**config.mk**
```make
export PLATFORM = sky130hd
export DESIGN_NAME = audio_fifo_irq
export DESIGN_NICKNAME = d
export VERILOG_FILES = /design/src/rtl/afiq_pkg.sv /design/src/rtl/afiq_dir_mon.sv /design/src/rtl/afiq_flag_bank.sv /design/src/rtl/afiq_regs.sv /design/src/rtl/audio_fifo_irq.sv
export SDC_FILE = /design/constraint.sdc
export NUM_CORES = 1
export LEC_CHECK = 0
export ABC_AREA = 1
export CORE_MARGIN = 2
export CORE_UTILIZATION = 40
export DETAILED_ROUTE_END_ITERATION = 7
export GPL_TIMING_DRIVEN = 0
export PLACE_DENSITY_LB_ADDON = 0.12
export SYNTH_ARGS = -nofsm -noshare
export SYNTH_HDL_FRONTEND = slang
export SYNTH_SLANG_ARGS = --single-unit
```
**constraint.sdc**
```tcl
create_clock -name clk -period 2.4 [get_ports clk]
set_input_delay 0.48 -clock clk [delete_from_list [all_inputs] [get_ports clk]]
set_output_delay 0.48 -clock clk [all_outputs]
set_load 0.01 [all_outputs]
```
**src/rtl/afiq_pkg.sv**
```systemverilog
package afiq_pkg;
  localparam int FLAG_W       = 8;
  localparam int DIR_FLAGS    = 4;
  localparam int RX_FLAG_BASE = 4;
  localparam int TX_THR_LSB   = 4;
  localparam int RX_THR_LSB   = 12;
  localparam int RX_AVL_LSB   = 8;
  localparam logic [3:0] THR_RESET = 4'd4;

  typedef enum logic [1:0] {
    ADDR_CFG  = 2'd0,
    ADDR_STAT = 2'd1,
    ADDR_IEN  = 2'd2,
    ADDR_LVL  = 2'd3
  } reg_addr_e;

  // bit 0 threshold, 1 underrun, 2 overrun, 3 fault
  typedef struct packed {
    logic flt;
    logic ovf;
    logic unf;
    logic thr;
  } dir_evt_t;
endpackage

```
**src/rtl/afiq_dir_mon.sv**
```systemverilog
module afiq_dir_mon
  import afiq_pkg::*;
#(
  parameter int DEPTH = 32,
  parameter int LVL_W = 6,
  parameter int THR_W = 4,
  parameter bit IS_RX = 1'b0
) (
  input  logic             clk,
  input  logic             rst_n,
  input  logic [LVL_W-1:0] level,
  input  logic [THR_W-1:0] thr,
  input  logic             unf_pulse,
  input  logic             ovf_pulse,
  input  logic             flt_pulse,
  input  logic             dma_ready,
  output dir_evt_t         evt,
  output logic [LVL_W-1:0] avail,
  output logic             dma_valid
);
  localparam logic [LVL_W-1:0] DEPTH_L = LVL_W'(DEPTH);

  logic [LVL_W-1:0] thr_ext;
  logic             cond;
  logic             base_req;
  logic             gap_q;

  assign thr_ext = LVL_W'(thr);

  generate
    if (IS_RX) begin : g_rx
      assign cond     = (level >= thr_ext);
      assign base_req = (level != '0);
      assign avail    = (level > DEPTH_L) ? DEPTH_L : level;
    end else begin : g_tx
      assign cond     = (level < thr_ext);
      assign base_req = (level < DEPTH_L);
      assign avail    = (level >= DEPTH_L) ? '0 : (DEPTH_L - level);
    end
  endgenerate

  always_comb begin
    evt     = '0;
    evt.thr = cond;
    evt.unf = unf_pulse;
    evt.ovf = ovf_pulse;
    evt.flt = flt_pulse;
  end

  // one idle cycle after each accepted word lets the FIFO level settle
  always_ff @(posedge clk) begin
    if (!rst_n) gap_q <= 1'b0;
    else        gap_q <= dma_valid && dma_ready;
  end

  assign dma_valid = base_req && !gap_q;

  AST_ONE_WORD: assert property (@(posedge clk) disable iff (!rst_n)
    (dma_valid && dma_ready) |=> !dma_valid);
  AST_REQ_HOLD: assert property (@(posedge clk) disable iff (!rst_n)
    (dma_valid && !dma_ready) |=> (dma_valid || (level != $past(level))));
endmodule

```
**src/rtl/afiq_flag_bank.sv**
```systemverilog
module afiq_flag_bank #(
  parameter int FLAG_W = 8
) (
  input  logic              clk,
  input  logic              rst_n,
  input  logic [FLAG_W-1:0] set_vec,
  input  logic              clr_we,
  input  logic [FLAG_W-1:0] clr_mask,
  input  logic              ien_we,
  input  logic [FLAG_W-1:0] ien_wdata,
  output logic [FLAG_W-1:0] status,
  output logic [FLAG_W-1:0] ien,
  output logic              irq
);
  logic [FLAG_W-1:0] status_q;
  logic [FLAG_W-1:0] ien_q;
  logic [FLAG_W-1:0] clr_eff;

  assign clr_eff = clr_we ? clr_mask : '0;

  // hardware set is applied after the clear, so it wins on a collision
  always_ff @(posedge clk) begin
    if (!rst_n) begin
      status_q <= '0;
      ien_q    <= '0;
    end else begin
      status_q <= (status_q & ~clr_eff) | set_vec;
      if (ien_we) ien_q <= ien_wdata;
    end
  end

  assign status = status_q;
  assign ien    = ien_q;
  assign irq    = |(status_q & ien_q);

  generate
    for (genvar i = 0; i < FLAG_W; i++) begin : g_chk
      AST_FLAG_SET: assert property (@(posedge clk) disable iff (!rst_n)
        set_vec[i] |=> status_q[i]);
      AST_FLAG_HOLD: assert property (@(posedge clk) disable iff (!rst_n)
        (status_q[i] && !(clr_we && clr_mask[i])) |=> status_q[i]);
      AST_FLAG_CLEAR: assert property (@(posedge clk) disable iff (!rst_n)
        (clr_we && clr_mask[i] && !set_vec[i]) |=> !status_q[i]);
    end
  endgenerate

  AST_IRQ_MASKED: assert property (@(posedge clk) disable iff (!rst_n)
    (ien_q == '0) |-> !irq);
endmodule

```
**src/rtl/afiq_regs.sv**
```systemverilog
module afiq_regs
  import afiq_pkg::*;
#(
  parameter int DATA_W = 32,
  parameter int THR_W  = 4,
  parameter int LVL_W  = 6
) (
  input  logic              clk,
  input  logic              rst_n,
  input  logic [1:0]        reg_addr,
  input  logic              reg_we,
  input  logic [DATA_W-1:0] reg_wdata,
  input  logic [FLAG_W-1:0] status,
  input  logic [FLAG_W-1:0] ien,
  input  logic [LVL_W-1:0]  tx_avail,
  input  logic [LVL_W-1:0]  rx_avail,
  output logic [THR_W-1:0]  tx_thr,
  output logic [THR_W-1:0]  rx_thr,
  output logic              stat_clr_we,
  output logic              ien_we,
  output logic [FLAG_W-1:0] flag_wdata,
  output logic [DATA_W-1:0] reg_rdata
);
  reg_addr_e        addr_e;
  logic             cfg_we;
  logic [THR_W-1:0] tx_thr_q;
  logic [THR_W-1:0] rx_thr_q;
  logic             unused_wbits;

  assign addr_e      = reg_addr_e'(reg_addr);
  assign cfg_we      = reg_we && (addr_e == ADDR_CFG);
  assign stat_clr_we = reg_we && (addr_e == ADDR_STAT);
  assign ien_we      = reg_we && (addr_e == ADDR_IEN);
  assign flag_wdata  = reg_wdata[FLAG_W-1:0];
  assign unused_wbits = ^{reg_wdata[DATA_W-1:RX_THR_LSB+THR_W],
                          reg_wdata[RX_THR_LSB-1:FLAG_W]};

  always_ff @(posedge clk) begin
    if (!rst_n) begin
      tx_thr_q <= THR_W'(THR_RESET);
      rx_thr_q <= THR_W'(THR_RESET);
    end else if (cfg_we) begin
      tx_thr_q <= reg_wdata[TX_THR_LSB +: THR_W];
      rx_thr_q <= reg_wdata[RX_THR_LSB +: THR_W];
    end
  end

  assign tx_thr = tx_thr_q;
  assign rx_thr = rx_thr_q;

  always_comb begin
    reg_rdata = '0;
    unique case (addr_e)
      ADDR_CFG: begin
        reg_rdata[TX_THR_LSB +: THR_W] = tx_thr_q;
        reg_rdata[RX_THR_LSB +: THR_W] = rx_thr_q;
      end
      ADDR_STAT: reg_rdata[FLAG_W-1:0] = status;
      ADDR_IEN:  reg_rdata[FLAG_W-1:0] = ien;
      ADDR_LVL: begin
        reg_rdata[0 +: LVL_W]          = tx_avail;
        reg_rdata[RX_AVL_LSB +: LVL_W] = rx_avail;
      end
      default: reg_rdata = '0;
    endcase
  end

  AST_CFG_STABLE: assert property (@(posedge clk) disable iff (!rst_n)
    !cfg_we |=> ($stable(tx_thr_q) && $stable(rx_thr_q)));
endmodule

```
**src/rtl/audio_fifo_irq.sv**
```systemverilog
module audio_fifo_irq
  import afiq_pkg::*;
#(
  parameter int DEPTH  = 32,
  parameter int DATA_W = 32,
  parameter int THR_W  = 4
) (
  input  logic                         clk,
  input  logic                         rst_n,
  input  logic [$clog2(DEPTH+1)-1:0]   tx_level,
  input  logic [$clog2(DEPTH+1)-1:0]   rx_level,
  input  logic                         tx_underrun,
  input  logic                         tx_overrun,
  input  logic                         tx_dma_fault,
  input  logic                         rx_underrun,
  input  logic                         rx_overrun,
  input  logic                         rx_dma_fault,
  input  logic [1:0]                   reg_addr,
  input  logic                         reg_we,
  input  logic [DATA_W-1:0]            reg_wdata,
  output logic [DATA_W-1:0]            reg_rdata,
  output logic                         irq,
  output logic                         tx_dma_valid,
  input  logic                         tx_dma_ready,
  output logic                         rx_dma_valid,
  input  logic                         rx_dma_ready
);
  localparam int LVL_W = $clog2(DEPTH + 1);

  dir_evt_t          tx_evt;
  dir_evt_t          rx_evt;
  logic [LVL_W-1:0]  tx_avail;
  logic [LVL_W-1:0]  rx_avail;
  logic [THR_W-1:0]  tx_thr;
  logic [THR_W-1:0]  rx_thr;
  logic              stat_clr_we;
  logic              ien_we;
  logic [FLAG_W-1:0] flag_wdata;
  logic [FLAG_W-1:0] status;
  logic [FLAG_W-1:0] ien;
  logic [FLAG_W-1:0] set_vec;

  afiq_dir_mon #(.DEPTH(DEPTH), .LVL_W(LVL_W), .THR_W(THR_W), .IS_RX(1'b0)) u_tx_mon (
    .clk(clk), .rst_n(rst_n), .level(tx_level), .thr(tx_thr),
    .unf_pulse(tx_underrun), .ovf_pulse(tx_overrun), .flt_pulse(tx_dma_fault),
    .dma_ready(tx_dma_ready), .evt(tx_evt), .avail(tx_avail), .dma_valid(tx_dma_valid)
  );

  afiq_dir_mon #(.DEPTH(DEPTH), .LVL_W(LVL_W), .THR_W(THR_W), .IS_RX(1'b1)) u_rx_mon (
    .clk(clk), .rst_n(rst_n), .level(rx_level), .thr(rx_thr),
    .unf_pulse(rx_underrun), .ovf_pulse(rx_overrun), .flt_pulse(rx_dma_fault),
    .dma_ready(rx_dma_ready), .evt(rx_evt), .avail(rx_avail), .dma_valid(rx_dma_valid)
  );

  // receive nibble above transmit nibble
  assign set_vec = {rx_evt, tx_evt};

  afiq_flag_bank #(.FLAG_W(FLAG_W)) u_flags (
    .clk(clk), .rst_n(rst_n), .set_vec(set_vec),
    .clr_we(stat_clr_we), .clr_mask(flag_wdata),
    .ien_we(ien_we), .ien_wdata(flag_wdata),
    .status(status), .ien(ien), .irq(irq)
  );

  afiq_regs #(.DATA_W(DATA_W), .THR_W(THR_W), .LVL_W(LVL_W)) u_regs (
    .clk(clk), .rst_n(rst_n), .reg_addr(reg_addr), .reg_we(reg_we),
    .reg_wdata(reg_wdata), .status(status), .ien(ien),
    .tx_avail(tx_avail), .rx_avail(rx_avail), .tx_thr(tx_thr), .rx_thr(rx_thr),
    .stat_clr_we(stat_clr_we), .ien_we(ien_we), .flag_wdata(flag_wdata),
    .reg_rdata(reg_rdata)
  );

  AST_RESET_QUIET: assert property (@(posedge clk)
    !rst_n |=> (status == '0 && !irq));
endmodule

```
==> results by group, run 1 <==
CTS
  • Hold buffers post-CTS: 0
  • Clock net sink count: 26
  • CTS max path bufs: 2
  • Clock slew at reported path FFs: approximately 0.090 ns
  • Worst skew pair latency: ~0.27 ns
  • CTS tree: built
  • H-tree Lvls: 1
  • Root Driver: clkbuf_8
  • Cts bufs inserted: 3

Route
  • DRT Pass-1 Iters: 4
  • Drc violations: 0
  • DR vias/cell: between 4 and 5
  • Routed WL per cell: 11.3 um
  • Final ANT Viol Nets: 0
  • Total Wirelength: around 4500 um
  • Via count: between 1500 and 2000
  • Detailed Route Iter0 Violations: 120

Power and ir drop
  • Pwr Total: approximately 1.1 mW
  • Leak: 1.30 nW
  • Worst ir drop on vdd: between 0.2 and 0.3 mV
  • P per Cell Area: approximately 450 nW/um2

Placement
  • Post-DP HPWL: around 3500 um
  • Placed Instance Area: around 2400 um2
  • IO Port Bufs: 54
  • GPL Wtd Cong: 0.862

Timing
  • Fmax: between 0.4 and 0.5 GHz
  • Hold_ws: just under 0.5 ns
  • Max Slew Vio Count: 0
  • Final Hold Fails: 0
  • Setup violations, final: 0
  • Crit share post-route: between 90% and 100%
  • Unrepaired setup endpoints after global routing: no
  • Clock skew: 0.00418 ns
  • Setup_tns: 0 ns
  • Tmin final: about 2.3 ns

Global routing
  • GR Util All Layers: 17.9%
  • First-pass GRT wire length: a little over 7000 um
  • Met2 Resource Use GR: a little under a third
  • Vias in the first global route: about 1600
  • Largest net degree at the start of global routing: 16
  • GR Overflow Total: 0
  • Grt met1 use: between 20 and 25%
  • Initial antenna violation count: 0
  • M3 GR Usage: 2.99%
  • Busiest grt layer: met2

Worst setup path
  • Required @ worst endpoint: approximately 1.9 ns
  • Worst Path Arrival: between 1.5 and 2 ns
  • FF-to-FF setup slack: between 1 and 1.5 ns
  • CP startpoint kind: input pin
  • Kind of critical path: input pin to primary output
  • Worst-path fanout max: 10
  • Worst setup EP type: primary output

Logic synthesis
  • Top-area cell type share of the netlist area: 29.3%
  • Commonest cells post-synth: nand2_1 (62), inv_1 (46), dfxtp_1 (26), nor2_1 (24), a21oi_1 (22)
  • Leading area contributor after synthesis: dfxtp_1
  • Asr flop ratio synth: 0%
  • Synth cell types: 25
  • Synth area leaders: dfxtp_1 (29%), nand2_1 (13%), inv_1 (9.7%)
  • Yosys warnings: 0
  • Top FF cell, synth: dfxtp_1
  • Mapped cell area: 1780 um2
  • Mapped Cells: 270
  • Number of flops mapped to enable cells by yosys: 0
  • Top-count cell post-synth: nand2_1
  • Synthesized area per cell: 6.58 um2
  • Register area share after synthesis: approximately 30%
  • Yosys reg bits: 26

Finish
  • Synth-to-layout area growth: 43.0%
  • Fin area: between 2000 and 3000 um2
  • Fill cells: around 430
  • Antenna fix cells: 0
  • Final #Nets: 416
  • Fraction of layout cells with a size suffix above 1: between 10% and 20%

Run status
  • Status: complete, no violations

Flow run
  • Max_cap viols: 0

Floorplanning
  • Initial cell density of the core: 41.1%
  • Core ar.: between 4000 and 5000 um2
  • Die height: 70.6 um
  • Die Width: between 70 and 80 um
  • Die ar.: around 5000 um2
  • # rows: 24
  • I/O pin count: 92

Min path
  • Hold Path Class: flop to flop
-- through the flow --
stage,utilization [%],std cells,worst slack [ns]
2_1_floorplan,-,285,0.678
3_3_place_gp,56.4,391,-0.505
3_5_place_dp,56.4,391,-0.503
4_1_cts,58.7,398,0.00676
5_1_grt,58.8,398,0.000389
6_report,58.8,398,0.0662
-- sequential cells by signal, indices dropped and copies added (netlist names) --
signal,count
u_regs.tx_thr,4
u_regs.rx_thr,4
u_flags.status,8
u_tx_mon.gap_q,1
u_rx_mon.gap_q,1
u_flags.ien,8
-- report_power, final --
| part | total [mW] | switching [mW] | internal (mW) |
|---|---|---|---|
| clock network | 0.367 | 0.144 | 0.223 |
| registers | 0.472 | 0.0156 | 0.456 |
| logic | 0.295 | 0.145 | 0.150 |
-- worst max-delay path, cell delays in order --
cell and delay (ns):
dlygate4sd2_1 0.28, inv_1 0.09, ha_1 0.19, buf_4 0.18, a22o_2 0.24, inv_1 0.07, a21oi_1 0.05, dlygate4sd2_1 0.28
-- cell type report --
class	instances	area (um2)	area share (%)
multi-input combinational	188	986	38.8
inverter	48	180	7.09
sequential	26	520	20.5
buffer	23	179	7.04
clock buffer	3	41.3	1.62
tap	52	65.1	2.56
timing repair buffer	57	539	21.2
clock inverter	1	30.0	1.18
-- placed cells by master, fill, tap and decap left out, drive strengths merged --
cell and instances:
inv 48, bufinv 1, a21o 1, a31oi 3
a21oi 24, ha 12, conb 16, o21ai 21
clkdlybuf4s15 1, nor2 25, buf 26, nand3 10
nand4 5, dlygate4sd2 11, nand2 63, dlymetal6s2s 2
clkbuf 6, clkdlybuf4s50 37, a22o 1, a21boi 2
o211ai 4, or2 1, dfxtp 26
-- what timing repair did --
item | 4_1_cts | 5_1_grt
gates cloned | 0 | 0
setup buffers | 3 | 0
setup endpoints to repair | 17 | 6
gates resized for setup | 24 | 13
-- final timing paths --
check                                 from                      endpoint  cells after the start
max                            reg_addr[1]                  reg_rdata[3]                      8
min              u_tx_mon.gap_q$_SDFF_PN0_     u_tx_mon.gap_q$_SDFF_PN0_                      3
max reg2reg  u_regs.tx_thr[3]$_SDFFE_PN0P_  u_flags.status[0]$_SDFF_PN0_                      6
min reg2reg      u_tx_mon.gap_q$_SDFF_PN0_     u_tx_mon.gap_q$_SDFF_PN0_                      3
-- kinds of logic after synthesis --
| family | after synthesis | synth area share (%) |
|---|---|---|
| other cells | 1 | 0.211 |
| fa+ha+maj | 12 | 8.45 |
| simple gates | 104 | 24.1 |
| flops | 26 | 29.3 |
| compound gates | 56 | 18.1 |
| buf+inv | 71 | 19.9 |
-- routing by layer --
layer	share of wire, %	vias up	wire, um
li1	-	968	-
met1	48	783	2170
met2	44	64	1990
met3	5.9	10	266
met4	1.2	0	52
met5	0	-	0
(Power assumes the default switching activity.)
==> run 2, diff against run 1 <==
CORE_UTILIZATION = 43   (was 40)
==> run 2 against run 1 <==
- wire length is 1.8% lower
- sequential share of layout area hardly changed
- largest power group unchanged
- highest routed layer unchanged
- clock skew is 0.00090 ns higher
- worst hold slack worse by 0.0056 ns
- worst setup slack better by 0.016 ns
- first-iteration DRC count is 37% lower
==> results by group, run 2 (synthesis results as in run 1) <==
Timing
  • Clock skew: 0.00508 ns (+0.000898 ns)
  • Fmax: 0.431 GHz (+0.70%)
  • Hold_ws: 0.477 ns (-0.00556 ns)
  • Setup violations, final: 0 (unchanged)
  • Crit share post-route: 96.6% (-0.68 points)
  • Max Slew Vio Count: 0 (unchanged)
  • Tmin final: 2.32 ns (-0.0163 ns)
  • Unrepaired setup endpoints after global routing: no
  • Setup_tns: 0 ns (unchanged)
  • Final Hold Fails: 0 (unchanged)

Global routing
  • Vias in the first global route: 1499 (-7.6%)
  • GR Util All Layers: 20.3% (+2.4 points)
  • GR Overflow Total: 0 (unchanged)
  • Initial antenna violation count: 0 (unchanged)
  • Largest net degree at the start of global routing: 16 (unchanged)
  • First-pass GRT wire length: 7050 um (-1.7%)

Route
  • DR vias/cell: 4.62 (+0.70%)
  • Detailed Route Iter0 Violations: 76 (-37%)
  • DRT Pass-1 Iters: 4 (unchanged)
  • Via count: 1824 (-0.055%)
  • Drc violations: 0 (unchanged)
  • Total Wirelength: 4400 um (-1.8%)
  • Final ANT Viol Nets: 0 (unchanged)
  • Routed WL per cell: 11.1 um (-1.0%)

Power and ir drop
  • P per Cell Area: 452 nW/um2 (+1.2%)
  • Leak: 1.29 nW (-1.4%)
  • Pwr Total: 1.15 mW (+1.1%)
  • Worst ir drop on vdd: 0.291 mV (+0.24%)

Finish
  • Most frequent cells in the layout: nand2_1 (61), inv_1 (42), clkdlybuf4s50_1 (38)
  • Final Non-Filler Cells: 395 (-0.75%)
  • Antenna fix cells: 0 (unchanged)
  • Synth-to-layout area growth: 43.0% (about the same)
  • Fin area: 2540 um2 (about the same)
  • Multi-input gate area: 988 um2 (+0.25%)
  • Most common cell after layout, fill and taps aside: nand2_1
  • FF+latch area: 520 um2 (unchanged)
  • Fraction of layout cells with a size suffix above 1: 15.7% (+0.62 points)
  • Fill cells: 396 (-8.5%)
  • Final #Nets: 415 (-0.24%)

Worst setup path
  • Required @ worst endpoint: 1.92 ns (about the same)
  • Worst setup EP type: primary output
  • Worst Path Arrival: 1.84 ns (about the same)
  • Kind of critical path: input pin to primary output
  • Worst-path fanout max: 6 (-4)
  • CP startpoint kind: input pin

Placement
  • Post-DP HPWL: 3420 um (-2.3%)
  • GPL Wtd Cong: 0.862 (about the same)
  • Placed cell count: 389 (-0.51%)
  • Placed Instance Area: 2440 um2 (-0.10%)
  • IO Port Bufs: 54 (unchanged)

Floorplanning
  • Die ar.: 4660 um2 (-6.6%)
  • Die height: 68.3 um (-3.3%)
  • Die Width: 68.3 um (-3.3%)
  • # rows: 23 (-4.2%)
  • I/O pin count: 92 (unchanged)
  • Initial cell density of the core: 44.4% (+3.3 points)
  • Core ar.: 4000 um2 (-7.5%)

CTS
  • CTS tree: built
  • Cts bufs inserted: 3 (unchanged)
  • Worst skew pair latency: 0.29 ns (+0.02 ns)
  • Clock slew at reported path FFs: 0.10 ns (about the same)
  • Root Driver: clkbuf_8
  • Clock net sink count: 26 (unchanged)
  • CTS max path bufs: 2 (unchanged)
  • H-tree Lvls: 1 (unchanged)

Min path
  • Hold Path Class: flop to flop

Flow run
  • Max_cap viols: 0 (unchanged)

Run status
  • Status: complete, no violations
-- run 2: worst paths after layout --
check | startpoint | to | slack (ns) | depth (start not counted)
worst min register to register | u_tx_mon.gap_q$_SDFF_PN0_ | u_tx_mon.gap_q$_SDFF_PN0_ | 0.48 | 3
worst min-delay path | u_tx_mon.gap_q$_SDFF_PN0_ | u_tx_mon.gap_q$_SDFF_PN0_ | 0.48 | 3
worst max-delay path | reg_addr[1] | reg_rdata[14] | 0.08 | 8
worst max register to register | u_regs.tx_thr[3]$_SDFFE_PN0P_ | u_flags.status[0]$_SDFF_PN0_ | 1.19 | 6
-- run 2: final cells by class --
class | instances | area share [%]
flip-flops and latches | 26 | 20.5
multi-input cells | 188 | 38.9
repair buffers | 56 | 21.2
clock buffers | 3 | 1.63
inverters | 48 | 7.09
well taps | 50 | 2.46
plain buffers | 23 | 7.04
clock inverters | 1 | 1.18
-- run 2: per-stage QoR --
stage	setup slack [ns]	util, %
final	0.0824	63.5
after detailed placement	-0.483	60.9
after global routing	0.00942	63.5
after CTS	0.0102	63.4
after global placement	-0.476	60.9
after floorplan	0.678	-
-- run 2: what timing repair did --
action,CTS,global route
endpoints found under the setup margin,17,10
hold buffers,0,0
gates resized for setup,23,17
setup buffers,2,0
-- run 2: power by group --
group / switching, mW / internal [mW]
logic: 0.144 / 0.152
registers: 0.0160 / 0.456
clock network: 0.155 / 0.224
-- run 2: worst max-delay path, cell delays in order --
cell and delay, ns:
clkdlybuf4s15_1 0.24, inv_2 0.09, ha_2 0.18, buf_6 0.12, buf_12 0.11, nand2_1 0.05, inv_1 0.04, clkdlybuf4s50_1 0.52
-- run 2: routing by layer --
metal  up-vias  part of all wire, %  global-route usage (%)
met5         -                    0                       0
met4         0                  1.5                    6.75
met3         5                  6.5                    3.29
met2        64                   45                    31.7
met1       788                   47                    28.5
li1        967                    -                       -
